## config.mk

```make
export PLATFORM = sky130hd
export DESIGN_NAME = chain_walker
export DESIGN_NICKNAME = d
export VERILOG_FILES = /design/src/rtl/chain_walk_pkg.sv /design/src/rtl/chain_hdr_decode.sv /design/src/rtl/chain_node_guard.sv /design/src/rtl/chain_walker.sv
export SDC_FILE = /design/constraint.sdc
export NUM_CORES = 1
export LEC_CHECK = 0
export ABC_AREA = 1
export BUFFER_PORTS_ARGS = -buffer_cell sky130_fd_sc_hd__buf_2
export CORE_UTILIZATION = 50
export CTS_CLUSTER_DIAMETER = 60
export CTS_CLUSTER_SIZE = 30
export DETAILED_ROUTE_END_ITERATION = 6
export PLACE_DENSITY = 0.72
export SETUP_SLACK_MARGIN = 0.1
export SLEW_MARGIN = 25
export SYNTH_ARGS = -nofsm -noshare
export SYNTH_HDL_FRONTEND = slang
export SYNTH_SLANG_ARGS = --single-unit
export TNS_END_PERCENT = 20
```

## constraint.sdc

```tcl
create_clock -name clk -period 1.6 [get_ports clk]
set_clock_uncertainty 0.1 [all_clocks]
set_input_delay 0.32 -clock clk [delete_from_list [all_inputs] [get_ports clk]]
set_output_delay 0.32 -clock clk [all_outputs]
set_load 0.05 [all_outputs]
```

## src/rtl/chain_walk_pkg.sv

```systemverilog
package chain_walk_pkg;

    localparam int WORD_W   = 32;
    localparam int LINK_W   = 24;
    localparam int LEN_W    = 8;
    localparam int END_BIT  = 23;
    localparam logic [LINK_W-1:0] ABORT_LINK = '1;

    typedef enum logic [2:0] {
        ST_IDLE,
        ST_CHECK,
        ST_HDR_REQ,
        ST_HDR_WAIT,
        ST_PAY_REQ,
        ST_PAY_WAIT,
        ST_PAY_SEND
    } walk_state_e;

    typedef struct packed {
        logic [LEN_W-1:0]  len;
        logic [LINK_W-1:0] next;
    } node_hdr_t;

endpackage

```

## src/rtl/chain_hdr_decode.sv

```systemverilog
module chain_hdr_decode
    import chain_walk_pkg::*;
(
    input  logic [WORD_W-1:0] word_i,
    output node_hdr_t         hdr_o,
    output logic              empty_o
);
    // length occupies the top byte, link the lower 24 bits
    always_comb begin
        hdr_o   = node_hdr_t'(word_i);
        empty_o = (hdr_o.len == '0);
    end
endmodule

```

## src/rtl/chain_node_guard.sv

```systemverilog
module chain_node_guard #(
    parameter int LOOP_LIMIT = 8192,
    localparam int CNT_W     = $clog2(LOOP_LIMIT + 1)
) (
    input  logic             clk,
    input  logic             rst_n,
    input  logic             clear_i,
    input  logic             step_i,
    output logic [CNT_W-1:0] count_o,
    output logic             trip_o
);
    logic [CNT_W-1:0] count_d, count_q;

    always_comb begin
        count_d = count_q;
        if (clear_i) begin
            count_d = '0;
        end else if (step_i && !trip_o) begin
            count_d = count_q + 1'b1;
        end
    end

    always_ff @(posedge clk or negedge rst_n) begin
        if (!rst_n) count_q <= '0;
        else        count_q <= count_d;
    end

    assign count_o = count_q;
    assign trip_o  = (count_q >= CNT_W'(LOOP_LIMIT));
endmodule

```

## src/rtl/chain_walker.sv

```systemverilog
module chain_walker
    import chain_walk_pkg::*;
#(
    parameter int MEM_BYTE_AW = 21,
    parameter int LOOP_LIMIT  = 8192,
    localparam int WORD_AW    = MEM_BYTE_AW - 2,
    localparam int CNT_W      = $clog2(LOOP_LIMIT + 1)
) (
    input  logic                clk,
    input  logic                rst_n,
    input  logic                start_i,
    input  logic [LINK_W-1:0]   start_addr_i,
    output logic                mem_req_o,
    output logic [WORD_AW-1:0]  mem_addr_o,
    input  logic                mem_rvalid_i,
    input  logic [WORD_W-1:0]   mem_rdata_i,
    output logic                pay_valid_o,
    output logic [WORD_W-1:0]   pay_data_o,
    input  logic                pay_ready_i,
    output logic                busy_o,
    output logic                done_o,
    output logic                err_o,
    output logic [LINK_W-1:0]   last_addr_o,
    output logic [CNT_W-1:0]    node_cnt_o
);

    typedef struct packed {
        walk_state_e         state;
        logic [LINK_W-1:0]   link;
        logic [LINK_W-1:0]   next;
        logic [WORD_AW-1:0]  ptr;
        logic [LEN_W-1:0]    remain;
        logic [WORD_W-1:0]   data;
        logic                busy;
        logic                done;
        logic                err;
        logic [LINK_W-1:0]   last;
    } walk_t;

    walk_t      s_d, s_q;
    node_hdr_t  hdr;
    logic       hdr_empty;
    logic       guard_clr, guard_step, guard_trip;
    logic       req_d;

    chain_hdr_decode u_hdr (
        .word_i  (mem_rdata_i),
        .hdr_o   (hdr),
        .empty_o (hdr_empty)
    );

    chain_node_guard #(.LOOP_LIMIT(LOOP_LIMIT)) u_guard (
        .clk     (clk),
        .rst_n   (rst_n),
        .clear_i (guard_clr),
        .step_i  (guard_step),
        .count_o (node_cnt_o),
        .trip_o  (guard_trip)
    );

    always_comb begin
        s_d        = s_q;
        s_d.done   = 1'b0;
        guard_clr  = 1'b0;
        guard_step = 1'b0;
        req_d      = 1'b0;
        unique case (s_q.state)
            ST_IDLE: begin
                if (start_i) begin
                    s_d.link  = start_addr_i;
                    s_d.busy  = 1'b1;
                    s_d.err   = 1'b0;
                    guard_clr = 1'b1;
                    s_d.state = ST_CHECK;
                end
            end
            ST_CHECK: begin
                if (s_q.link[END_BIT]) begin
                    s_d.last  = s_q.link;
                    s_d.busy  = 1'b0;
                    s_d.done  = 1'b1;
                    s_d.state = ST_IDLE;
                end else if (guard_trip) begin
                    s_d.last  = ABORT_LINK;
                    s_d.err   = 1'b1;
                    s_d.busy  = 1'b0;
                    s_d.done  = 1'b1;
                    s_d.state = ST_IDLE;
                end else begin
                    s_d.ptr   = s_q.link[MEM_BYTE_AW-1:2];
                    s_d.state = ST_HDR_REQ;
                end
            end
            ST_HDR_REQ: begin
                req_d     = 1'b1;
                s_d.state = ST_HDR_WAIT;
            end
            ST_HDR_WAIT: begin
                if (mem_rvalid_i) begin
                    guard_step = 1'b1;
                    s_d.next   = hdr.next;
                    s_d.remain = hdr.len;
                    s_d.ptr    = s_q.ptr + 1'b1;
                    if (hdr_empty) begin
                        s_d.link  = hdr.next;
                        s_d.state = ST_CHECK;
                    end else begin
                        s_d.state = ST_PAY_REQ;
                    end
                end
            end
            ST_PAY_REQ: begin
                req_d     = 1'b1;
                s_d.state = ST_PAY_WAIT;
            end
            ST_PAY_WAIT: begin
                if (mem_rvalid_i) begin
                    s_d.data  = mem_rdata_i;
                    s_d.state = ST_PAY_SEND;
                end
            end
            ST_PAY_SEND: begin
                if (pay_ready_i) begin
                    s_d.remain = s_q.remain - 1'b1;
                    s_d.ptr    = s_q.ptr + 1'b1;
                    if (s_q.remain == LEN_W'(1)) begin
                        s_d.link  = s_q.next;
                        s_d.state = ST_CHECK;
                    end else begin
                        s_d.state = ST_PAY_REQ;
                    end
                end
            end
            default: s_d.state = ST_IDLE;
        endcase
    end

    always_ff @(posedge clk or negedge rst_n) begin
        if (!rst_n) begin
            s_q       <= '0;
            s_q.state <= ST_IDLE;
        end else begin
            s_q <= s_d;
        end
    end

    assign mem_req_o   = req_d;
    assign mem_addr_o  = s_q.ptr;
    assign pay_valid_o = (s_q.state == ST_PAY_SEND);
    assign pay_data_o  = s_q.data;
    assign busy_o      = s_q.busy;
    assign done_o      = s_q.done;
    assign err_o       = s_q.err;
    assign last_addr_o = s_q.last;

endmodule

```

==> flow_metrics.py, run 1 <==
metrics = {
    "status": {
        "run_status": "complete, but fails checks",
        "violations": "negative setup slack",
    },
    "worst_setup_path": {
        "setup.worst_path.class": "reg -> out",
        "worst_r2r_path_depth": 9,
        "worstSetupEndpoint": "mem_req_o",
        "critPathMaxFanout": 6,
        "crit-reg2reg-capture": "s_q[133]",
        "r2r-start": "s_q[63]",
        "crit_top_cell": "buf_6",
        "critical_path.cell_chain": "buf_6, nand2_4, nand2_2, a21oi_2, buf_6",
        "crit_start": "s_q[136]",
        "worst-r2r-setup-slack_ps": -210,
        "critical_path_arrival_ps": 1460,
        "critical_path.startpoint_type": "register",
        "worst_ep_required_time_ps": 1180,
        "cpPeakStageDelay_ps": 470,
        "setup.worst_path.end_class": "primary output",
        "cpMaxStageDelayCell": "dfrtp_2",
    },
    "power_and_ir_drop": {
        "sequentialPowerShare_pct": 26.8,
        "clock_power_share_pct": 16.3,
        "leakage_nw": 5.316,
        "power-per-cell-area_nw_per_um2": 2327,
        "switchingPower_w": 0.01151,
        "switching_share_pct": 46.56,
        "power.share.combinational_pct": 56.9,
        "irDropWorstVdd_uv": 1518,
        "p_int_w": 0.01322,
    },
    "grt": {
        "grt_pass1_wl_um": 34760,
        "first_global_vias": 7020,
        "grt_start_max_net_pins": 69,
        "grt_overflow_total": 0,
        "grt_antenna_before_repair": 1,
        "grtUsageTotal_pct": 27.25,
    },
    "sta": {
        "hold_viol": 0,
        "final-max-slew-violation-count": 0,
        "final.period_utilization_pct": 117.4,
        "fin_crit_ps": 1878,
        "relSlewSlack_pct": 72.77,
        "grt_setup_unrepaired": "true",
        "finalSetupViolCount": 70,
        "worst_slack_ps": -277.8,
        "tightestPinTransition_ps": 405.3,
        "worst_hold_margin_ps": 20.93,
        "clock.fmax_mhz": 532.5,
    },
    "logic_synthesis": {
        "synthMostInstantiatedCell": "nand2_1",
        "top_ff_cell_synth": "dfrtp_1",
        "netlist_area_um2": 7975,
        "post_synth.cell_area_avg_um2": 8.007,
        "synth_seq_area_share_pct": 47.38,
        "yosys.area_share.adder_pct": 0.7844,
        "yosysWarningCount": 0,
        "synth.distinct_cells": 37,
        "yosys.area_share.simple_pct": 27.44,
        "async_reset_ff_share_pct": 100.0,
        "synthCells": 996,
        "post_synth_mux_area_share_pct": 3.389,
        "synth_top_cells_by_area": "dfrtp_1 47%, nand2_1 13%, buf_4 7.3%",
        "synthDominantCellAreaShare_pct": 47.38,
        "synth_enable_flop_cells": 0,
        "synthDominantAreaCellType": "dfrtp_1",
        "largest_family_of_logic_cells_by_synthesized_area": "simple AND/OR/NAND/NOR gates",
        "synth-compound-area-share_pct": 7.672,
        "yosys.area_share.xor_xnor_pct": 0.4393,
        "synthTopCellsByCount": "272 x nand2_1, 151 x dfrtp_1, 100 x nor2_1, 81 x nand3_1, 78 x buf_4",
        "syn_nets": 1062,
        "count_of_state_elements_after_synthesis": 151,
    },
    "placement": {
        "post-dp-hpwl_um": 15010,
        "buffer_ports.inserted": 154,
        "gp_congestion": 0.8813,
    },
    "cts": {
        "max-clock-path-buffers": 2,
        "clock_insertion_delay_worst_skew_ps": 430,
        "numCtsBuffers": 17,
        "path_clk_slew_ps": 70,
        "h_tree_levels": 4,
        "tritoncts": "yes",
        "cts.root.buffer_cell": "clkbuf_16",
        "clock_sinks": 151,
    },
    "layout": {
        "share_of_the_core_filled_with_cells_pct": 69.13,
        "area.growth.synth_to_final_pct": 33.24,
        "num-nets-final": 1248,
        "fill_cells": 1183,
        "drive_above_1_share_pct": 34.92,
        "n_antenna_cell": 0,
    },
    "floorplan": {
        "floorplan.initialDensity_pct": 51.88,
        "boundaryPins": 155,
        "die_x_um": 128.3,
        "fp.dieH_um": 128.3,
        "coreArea_um2": 15370,
        "placement_rows": 45,
        "fp.dieArea_um2": 16460,
    },
    "route": {
        "wirelength_um": 21380,
        "wl_per_cell_um": 15.22,
        "ant_nets": 0,
        "drtIter0Drc": 570,
        "drt-pass1-iter-count": 5,
        "vias_per_cell": 5.194,
        "drcViolationCount": 0,
        "vias": 7297,
    },
    "hold_path": {
        "worstHoldPathType": "in -> reg",
        "whs_path_depth": 3,
    },
    "job": {
        "max_cap_violations": 0,
    },
}
[how the worst min path moves through the flow]
stage,from,endpoint,slack (ps)
4_1_cts,mem_rdata_i[2],s_q[88],20
5_1_grt,mem_rdata_i[15],s_q[101],20
2_1_floorplan,rst_n,busy_o,-80
3_5_place_dp,rst_n,s_q[63],40
6_report,mem_rdata_i[2],s_q[88],20
3_3_place_gp,rst_n,s_q[63],40
[layer usage]
| metal | vias up | track usage (%) | wire (um) |
|---|---|---|---|
| met2 | 269 | 42.70 | 10010 |
| met5 | - | 0 | 10 |
| met1 | 3467 | 37.87 | 9826 |
| li1 | 3532 | - | - |
| met4 | 2 | 6.713 | 255 |
| met3 | 27 | 6.803 | 1279 |
[layout by cell type, fill, tap and decap left out, types with 3 or more instances in the layout]
cell	count
nor2_1	86
dfrtp_1	142
buf_4	97
buf_2	88
o21ai_2	4
nand3_1	80
inv_2	7
o211ai_1	3
inv_4	3
buf_6	35
nor2_4	5
nor2_2	14
nand2_2	28
clkbuf_4	23
nand2_1	245
o21ai_0	32
dfrtp_2	9
buf_12	13
a21oi_1	40
inv_6	5
o21bai_1	5
mux2_2	24
buf_8	16
inv_1	64
nor3_1	27
nor3_2	6
clkbuf_16	18
o22ai_1	3
ha_1	4
nand2_4	3
nand4_1	17
o21ai_1	15
[registers in the layout (all words and copies together), names as in the netlist]
register,flops
err_o,1
s_q,59
u_guard.count_o,14
pay_data_o,32
done_o,1
mem_addr_o,19
busy_o,1
last_addr_o,24
[power by group through the flow]
| stage | combinational, W | clock [W] | sequential, W |
|---|---|---|---|
| finish | 0.0141 | 0.00403 | 0.00662 |
| global route | 0.0152 | 0.00424 | 0.00680 |
| CTS | 0.0132 | 0.00408 | 0.00656 |
| detailed placement | 0.0120 | 0 | 0.00659 |
| global placement | 0.0118 | 0 | 0.00652 |
| floorplan | 0.00937 | 0 | 0.00660 |
[critical path, delay by kind of cell (launching register included)]
kind	cells	cell delay, ps
AND/OR/NAND/NOR	2	100
flip-flops	1	470
buffers and inverters	2	330
AO/OA/AOI/OAI	1	140
[logic make-up after synthesis]
| kind of cell | count (synthesis) |
|---|---|
| mux | 24 |
| compound gates | 112 |
| flops | 151 |
| simple gates | 516 |
| buf+inv | 184 |
| fa+ha+maj | 5 |
| xor+xnor | 4 |
[layout make-up]
cell class                      count  area (um2)  share of cell area [%]
Clock buffer                       19       442.9                   4.168
Clock inverter                     12       141.4                   1.331
Inverter                           76       300.3                   2.826
Multi-Input combinational cell    661        3385                   31.85
Sequential cell                   151        3790                   35.66
Tap cell                          211       264.0                   2.484
Timing Repair Buffer              275        2303                   21.68
[metrics by stage]
step	setup WS (ps)	power, W	cell area, um2	instances	setup TNS, ps
floorplan	-14.76	0.01597	8054	996	-292.9
global placement	-140.6	0.01832	9204	1352	-4797
detailed placement	-203.3	0.01858	9204	1352	-6318
CTS	-283.4	0.02380	10240	1393	-9078
global route	-384.3	0.02621	10630	1405	-18800
finish	-277.8	0.02473	10630	1405	-9087
[repair_timing]
action	4_1_cts	5_1_grt
endpoints found under the hold margin	151	0
endpoints found under the setup margin	169	206
gates cloned	2	1
hold buffers	1	0
gates resized for setup	108	111
pin swaps	4	3
buffers inserted	7	11
Power figures use the tool's default switching activity.
==> run 2: changes to the inputs <==
Settings changed: CORE_MARGIN from default to 2, GPL_ROUTABILITY_DRIVEN from default to 0.
==> run 2 against run 1 <==
Sequential cell count unchanged. Core utilization is 2.5 points lower. The run still ends with negative setup slack left. Largest cell class unchanged. Global-route usage decreased by 1.4 points. Hold slack improved by 19 ps. Power decreased by 2.6%. First-iteration DRC count increased by 1.2%.
==> flow_metrics.py, run 2 (same netlist as run 1, synthesis figures left out) <==
metrics = {
    "layout": {
        "top_register": "s_q",
        "largest_register_ffs": 59,
        "finalNonFillerCells": 1403,
        "num-nets-final": 1240,
        "n_antenna_cell": 0,
        "area.growth.synth_to_final_pct": 31.21,
        "drive_above_1_share_pct": 33.70,
        "mostFrequentLayoutCells": "256 x nand2_1, 141 x dfrtp_1, 105 x buf_4",
        "layout_commonest_cell": "nand2_1",
    },
    "sta": {
        "final-max-slew-violation-count": 0,
        "fin_crit_ps": 1842,
        "relSlewSlack_pct": 72.62,
        "hold_viol": 0,
        "final.period_utilization_pct": 115.1,
        "clock.fmax_mhz": 542.8,
        "grt_setup_unrepaired": "true",
        "tightestPinTransition_ps": 407.5,
        "worst_slack_ps": -242.2,
        "finalSetupViolCount": 118,
    },
    "status": {
        "violations": "negative setup slack",
        "run_status": "complete, but fails checks",
    },
    "floorplan": {
        "boundaryPins": 155,
        "fp.dieArea_um2": 16980,
        "fp.dieH_um": 130.3,
        "floorplan.initialDensity_pct": 50.76,
        "coreArea_um2": 15710,
        "die_x_um": 130.3,
        "placement_rows": 46,
    },
    "cts": {
        "max-clock-path-buffers": 2,
        "h_tree_levels": 4,
        "path_clk_slew_ps": 60,
        "numCtsBuffers": 17,
        "clock_insertion_delay_worst_skew_ps": 430,
        "clock_sinks": 151,
        "tritoncts": "yes",
        "cts.root.buffer_cell": "clkbuf_16",
    },
    "grt": {
        "grt_pass1_wl_um": 34470,
        "grt_start_max_net_pins": 42,
        "grt_overflow_total": 0,
        "grtUsageTotal_pct": 25.89,
        "first_global_vias": 6824,
        "grt_antenna_before_repair": 0,
    },
    "worst_setup_path": {
        "critical_path.startpoint_type": "register",
        "critPathMaxFanout": 4,
        "setup.worst_path.class": "reg -> out",
        "critical_path_arrival_ps": 1420,
        "setup.worst_path.end_class": "primary output",
        "worst_ep_required_time_ps": 1180,
    },
    "power_and_ir_drop": {
        "leakage_nw": 5.231,
        "p_int_w": 0.01267,
        "power-per-cell-area_nw_per_um2": 2302,
        "clock_power_share_pct": 15.7,
        "switchingPower_w": 0.01141,
        "power.share.combinational_pct": 56.7,
        "switching_share_pct": 47.38,
        "sequentialPowerShare_pct": 27.6,
        "irDropWorstVdd_uv": 1181,
    },
    "route": {
        "drtIter0Drc": 577,
        "wirelength_um": 21440,
        "drcViolationCount": 0,
        "wl_per_cell_um": 15.28,
        "ant_nets": 0,
        "vias": 7258,
        "drt-pass1-iter-count": 5,
        "vias_per_cell": 5.173,
    },
    "job": {
        "max_cap_violations": 0,
    },
    "placement": {
        "post-dp-hpwl_um": 15120,
        "placed_cells_incl_taps": 1354,
        "buffer_ports.inserted": 154,
        "pre_cts_ws_ps": -233.5,
    },
    "hold_path": {
        "worstHoldPathType": "in -> reg",
    },
}
run 2: changes by cell type in the layout (fill, tap and decap cells not counted), moves of 8 or more:
cell      previous run  this run
buf_2               88       104
nand2_2             28        11
nand2_1            245       256
o21ai_0             32        41
buf_6               35        24
clkbuf_4            23         7
buf_4               97       105
run 2: power groups by stage:
| stage | Sequential, W | Combinational [W] | Clock, W |
|---|---|---|---|
| after global routing | 0.00685 | 0.0148 | 0.00401 |
| after CTS | 0.00658 | 0.0131 | 0.00383 |
| after global placement | 0.00660 | 0.0117 | 0 |
| after detailed placement | 0.00662 | 0.0119 | 0 |
| final | 0.00666 | 0.0136 | 0.00378 |
| after floorplan | 0.00660 | 0.00937 | 0 |
run 2: per-stage QoR:
stage          TNS, ps  hold slack, ps  instance area [um2]  utilization, %  total power, W
5_1_grt         -22200           37.65                10460           66.60         0.02563
2_1_floorplan   -292.9          -75.59                 8054               -         0.01597
6_report        -12540           39.52                10460           66.60         0.02408
3_3_place_gp     -6363           140.6                 9200           58.55         0.01828
4_1_cts         -11590           26.24                10220           65.03         0.02351
3_5_place_dp     -8802           137.4                 9200           58.55         0.01850
run 2: repair_timing:
action / in CTS / in global routing
setup endpoints to repair: 167 / 188
gates cloned: 1 / 2
hold endpoints to repair: 30 / 0
hold buffers: 1 / 0
buffers inserted: 11 / 2
pin swaps: 9 / 6
gates resized for setup: 104 / 66
run 2: per-layer routing:
layer / share of wire (%) / GRT usage, % / vias to the layer above
li1: - / - / 3513
met1: 46 / 37.57 / 3435
met2: 45 / 38.81 / 276
met3: 6.5 / 5.904 / 34
met4: 2.0 / 8.096 / 0
met5: 0 / 0 / -
run 2: area by class of cell:
type	count	area, um2
Clock buffer	18	429.2
Clock inverter	14	126.4
Fill cell	1241	5249
Inverter	76	299.0
Multi-Input combinational cell	661	3413
Sequential cell	151	3791
Tap cell	216	270.3
Timing Repair Buffer	267	2135
run 2: worst paths after layout:
check	from	endpoint	slack (ps)	cells after the start
setup / recovery	s_q[135]	mem_req_o	-240	5
min in group asynchronous	rst_n	pay_data_o[30]	250	2
setup reg to reg	s_q[134]	s_q[114]	-210	10
hold / removal	mem_rdata_i[6]	s_q[92]	40	3
max in group asynchronous	rst_n	pay_data_o[7]	510	3
hold reg to reg	s_q[117]	s_q[117]	380	2
run 2: critical path, stage by stage (launching register included):
cell     delay, ps
dfrtp_2        450
buf_6          140
nand2_4         70
nand2_4         50
a21oi_4        110
buf_6          170
==> run 3: changes to the inputs <==
Settings changed: CORE_ASPECT_RATIO from default to 2, CORE_MARGIN 2 to default.
==> run 3 against run 2 <==
The flow still finishes with violations (negative setup slack). Critical path depth increased by 5. Sequential power about the same. Sequential share of layout area decreased by 2.0 points. Clock power increased by 12%. Sequential cell count unchanged. Worst setup slack got worse by 81 ps. Maximum frequency decreased by 4.2%. Wire length increased by 13%.
==> flow_metrics.py, run 3 (same netlist as run 1, synthesis figures left out) <==
metrics = {
    "worst_setup_path": {
        "critical_path.cell_chain": "buf_4, buf_4, nand3_2, nand2_4, nor2_2, nor2_4, nand2_4, buf_16, nand2_1, nand2_1",
        "worst_ep_required_time_ps": 1830,
        "setup.worst_path.end_class": "register",
        "critPathMaxFanout": 6,
        "cpPeakStageDelay_ps": 450,
        "setup.worst_path.class": "reg -> reg",
        "critical_path.startpoint_type": "register",
        "critical_path_arrival_ps": 2150,
        "cpMaxStageDelayCell": "dfrtp_2",
    },
    "placement": {
        "buffer_ports.inserted": 154,
        "post-dp-hpwl_um": 15760,
        "detailed_place.area_um2": 9231,
    },
    "power_and_ir_drop": {
        "power-per-cell-area_nw_per_um2": 2391,
        "leakage_nw": 5.467,
        "irDropWorstVdd_uv": 1661,
    },
    "sta": {
        "hold_viol": 0,
        "finalSetupViolCount": 129,
        "final.period_utilization_pct": 120.2,
        "final-max-slew-violation-count": 0,
        "fin_crit_ps": 1923,
        "tightestPinTransition_ps": 459.0,
        "clock.fmax_mhz": 520.0,
        "worst_slack_ps": -323.0,
        "worst_hold_margin_ps": 20.83,
        "relSlewSlack_pct": 69.40,
        "grt_setup_unrepaired": "true",
    },
    "layout": {
        "layout_commonest_cell": "nand2_1",
        "n_antenna_cell": 0,
        "mostFrequentLayoutCells": "252 x nand2_1, 141 x dfrtp_1, 110 x buf_2",
        "top_register": "s_q",
        "share_of_the_core_filled_with_cells_pct": 70.51,
        "area.growth.synth_to_final_pct": 38.77,
        "num-nets-final": 1255,
        "drive_above_1_share_pct": 36.44,
        "largest_register_ffs": 59,
        "finish.instance_area_um2": 11070,
    },
    "route": {
        "vias_per_cell": 5.454,
        "wl_per_cell_um": 17.33,
        "vias": 7652,
        "drcViolationCount": 0,
        "wirelength_um": 24310,
        "drt-pass1-iter-count": 7,
        "ant_nets": 0,
        "drtIter0Drc": 455,
    },
    "floorplan": {
        "die_x_um": 91.31,
        "floorplan.initialDensity_pct": 50.81,
        "fp.dieH_um": 180.6,
        "fp.dieArea_um2": 16490,
        "coreArea_um2": 15700,
        "boundaryPins": 155,
        "placement_rows": 65,
    },
    "cts": {
        "path_clk_slew_ps": 70,
        "tritoncts": "yes",
        "max-clock-path-buffers": 2,
        "clock_sinks": 151,
        "clock_insertion_delay_worst_skew_ps": 440,
        "h_tree_levels": 4,
        "cts.root.buffer_cell": "clkbuf_16",
        "numCtsBuffers": 17,
    },
    "hold_path": {
        "worstHoldPathType": "in -> reg",
    },
    "status": {
        "violations": "negative setup slack",
        "run_status": "complete, but fails checks",
    },
    "grt": {
        "first_global_vias": 7651,
        "grt_start_max_net_pins": 41,
        "grtUsageTotal_pct": 29.38,
        "grt_pass1_wl_um": 37620,
        "grt_overflow_total": 0,
        "grt_antenna_before_repair": 0,
    },
    "job": {
        "max_cap_violations": 0,
    },
}
-- run 3: cell types whose count changed in the layout (fill, tap and decap cells not counted), moves of 4 or more --
cell     delta
nor3_4      +5
a21oi_1     -4
nor3_1      -8
a21oi_2     +4
buf_12      +9
buf_2       +6
buf_8      +10
o21ai_1     +6
o21ai_0     -8
nand2_1     -4
buf_4      -23
buf_6      +12
buf_16      +4
-- run 3: area by class of cell --
class                      count  area (um2)
inverter                      76       301.5
fill                        1154        4629
sequential                   151        3791
multi-input combinational    661        3565
clock buffer                  17       425.4
tap                          201       251.5
clock inverter                15       187.7
timing repair buffer         282        2545
-- run 3: path summary, 6_finish.rpt --
check / start / end / slack (ps) / depth (start not counted)
hold / removal: mem_rdata_i[11] / s_q[97] / 20 / 3
max in group asynchronous: rst_n / s_q[99] / 550 / 3
setup / recovery: s_q[135] / s_q[131] / -320 / 10
setup reg to reg: s_q[135] / s_q[131] / -320 / 10
min in group asynchronous: rst_n / last_addr_o[23] / 270 / 2
hold reg to reg: s_q[114] / s_q[114] / 370 / 2
-- run 3: what timing repair did --
item                       in CTS  in global routing
hold buffers                    1                  0
resized for setup             166                 79
hold endpoints to repair       35                  0
pin swaps                      12                 17
setup buffers                  14                 10
gates cloned                    5                  2
setup endpoints to repair     169                205
-- run 3: power by group --
part / leakage (nW) / switching (W) / internal [W] / total [W]
clock network: 0.297 / 0.00175 / 0.00249 / 0.00423
logic: 3.34 / 0.00950 / 0.00604 / 0.0155
registers: 1.83 / 0.00120 / 0.00549 / 0.00669
total: 5.47 / 0.0124 / 0.0140 / 0.0265
-- run 3: per-stage QoR --
| step | TNS, ps | cells | total power [W] | setup slack (ps) |
|---|---|---|---|---|
| floorplan | -292.9 | 996 | 0.01597 | -14.76 |
| global placement | -5946 | 1339 | 0.01839 | -161.7 |
| detailed placement | -7708 | 1339 | 0.01864 | -197.9 |
| CTS | -9873 | 1391 | 0.02527 | -288.2 |
| global route | -27090 | 1403 | 0.02784 | -376.4 |
| finish | -19620 | 1403 | 0.02646 | -323.0 |
-- run 3: layer usage --
metal	global-route usage, %	wire length (um)	up-vias
met5	0	0	-
met4	19.49	1512	0
met3	5.485	1066	120
met2	51.45	13120	346
met1	31.85	8611	3628
li1	-	-	3558
-- run 3: critical path: cells and delay by family (launching register included) --
family	cells	cell delay (ps)
buffers and inverters	3	480
DFF	1	450
and+or+nand+nor	7	800
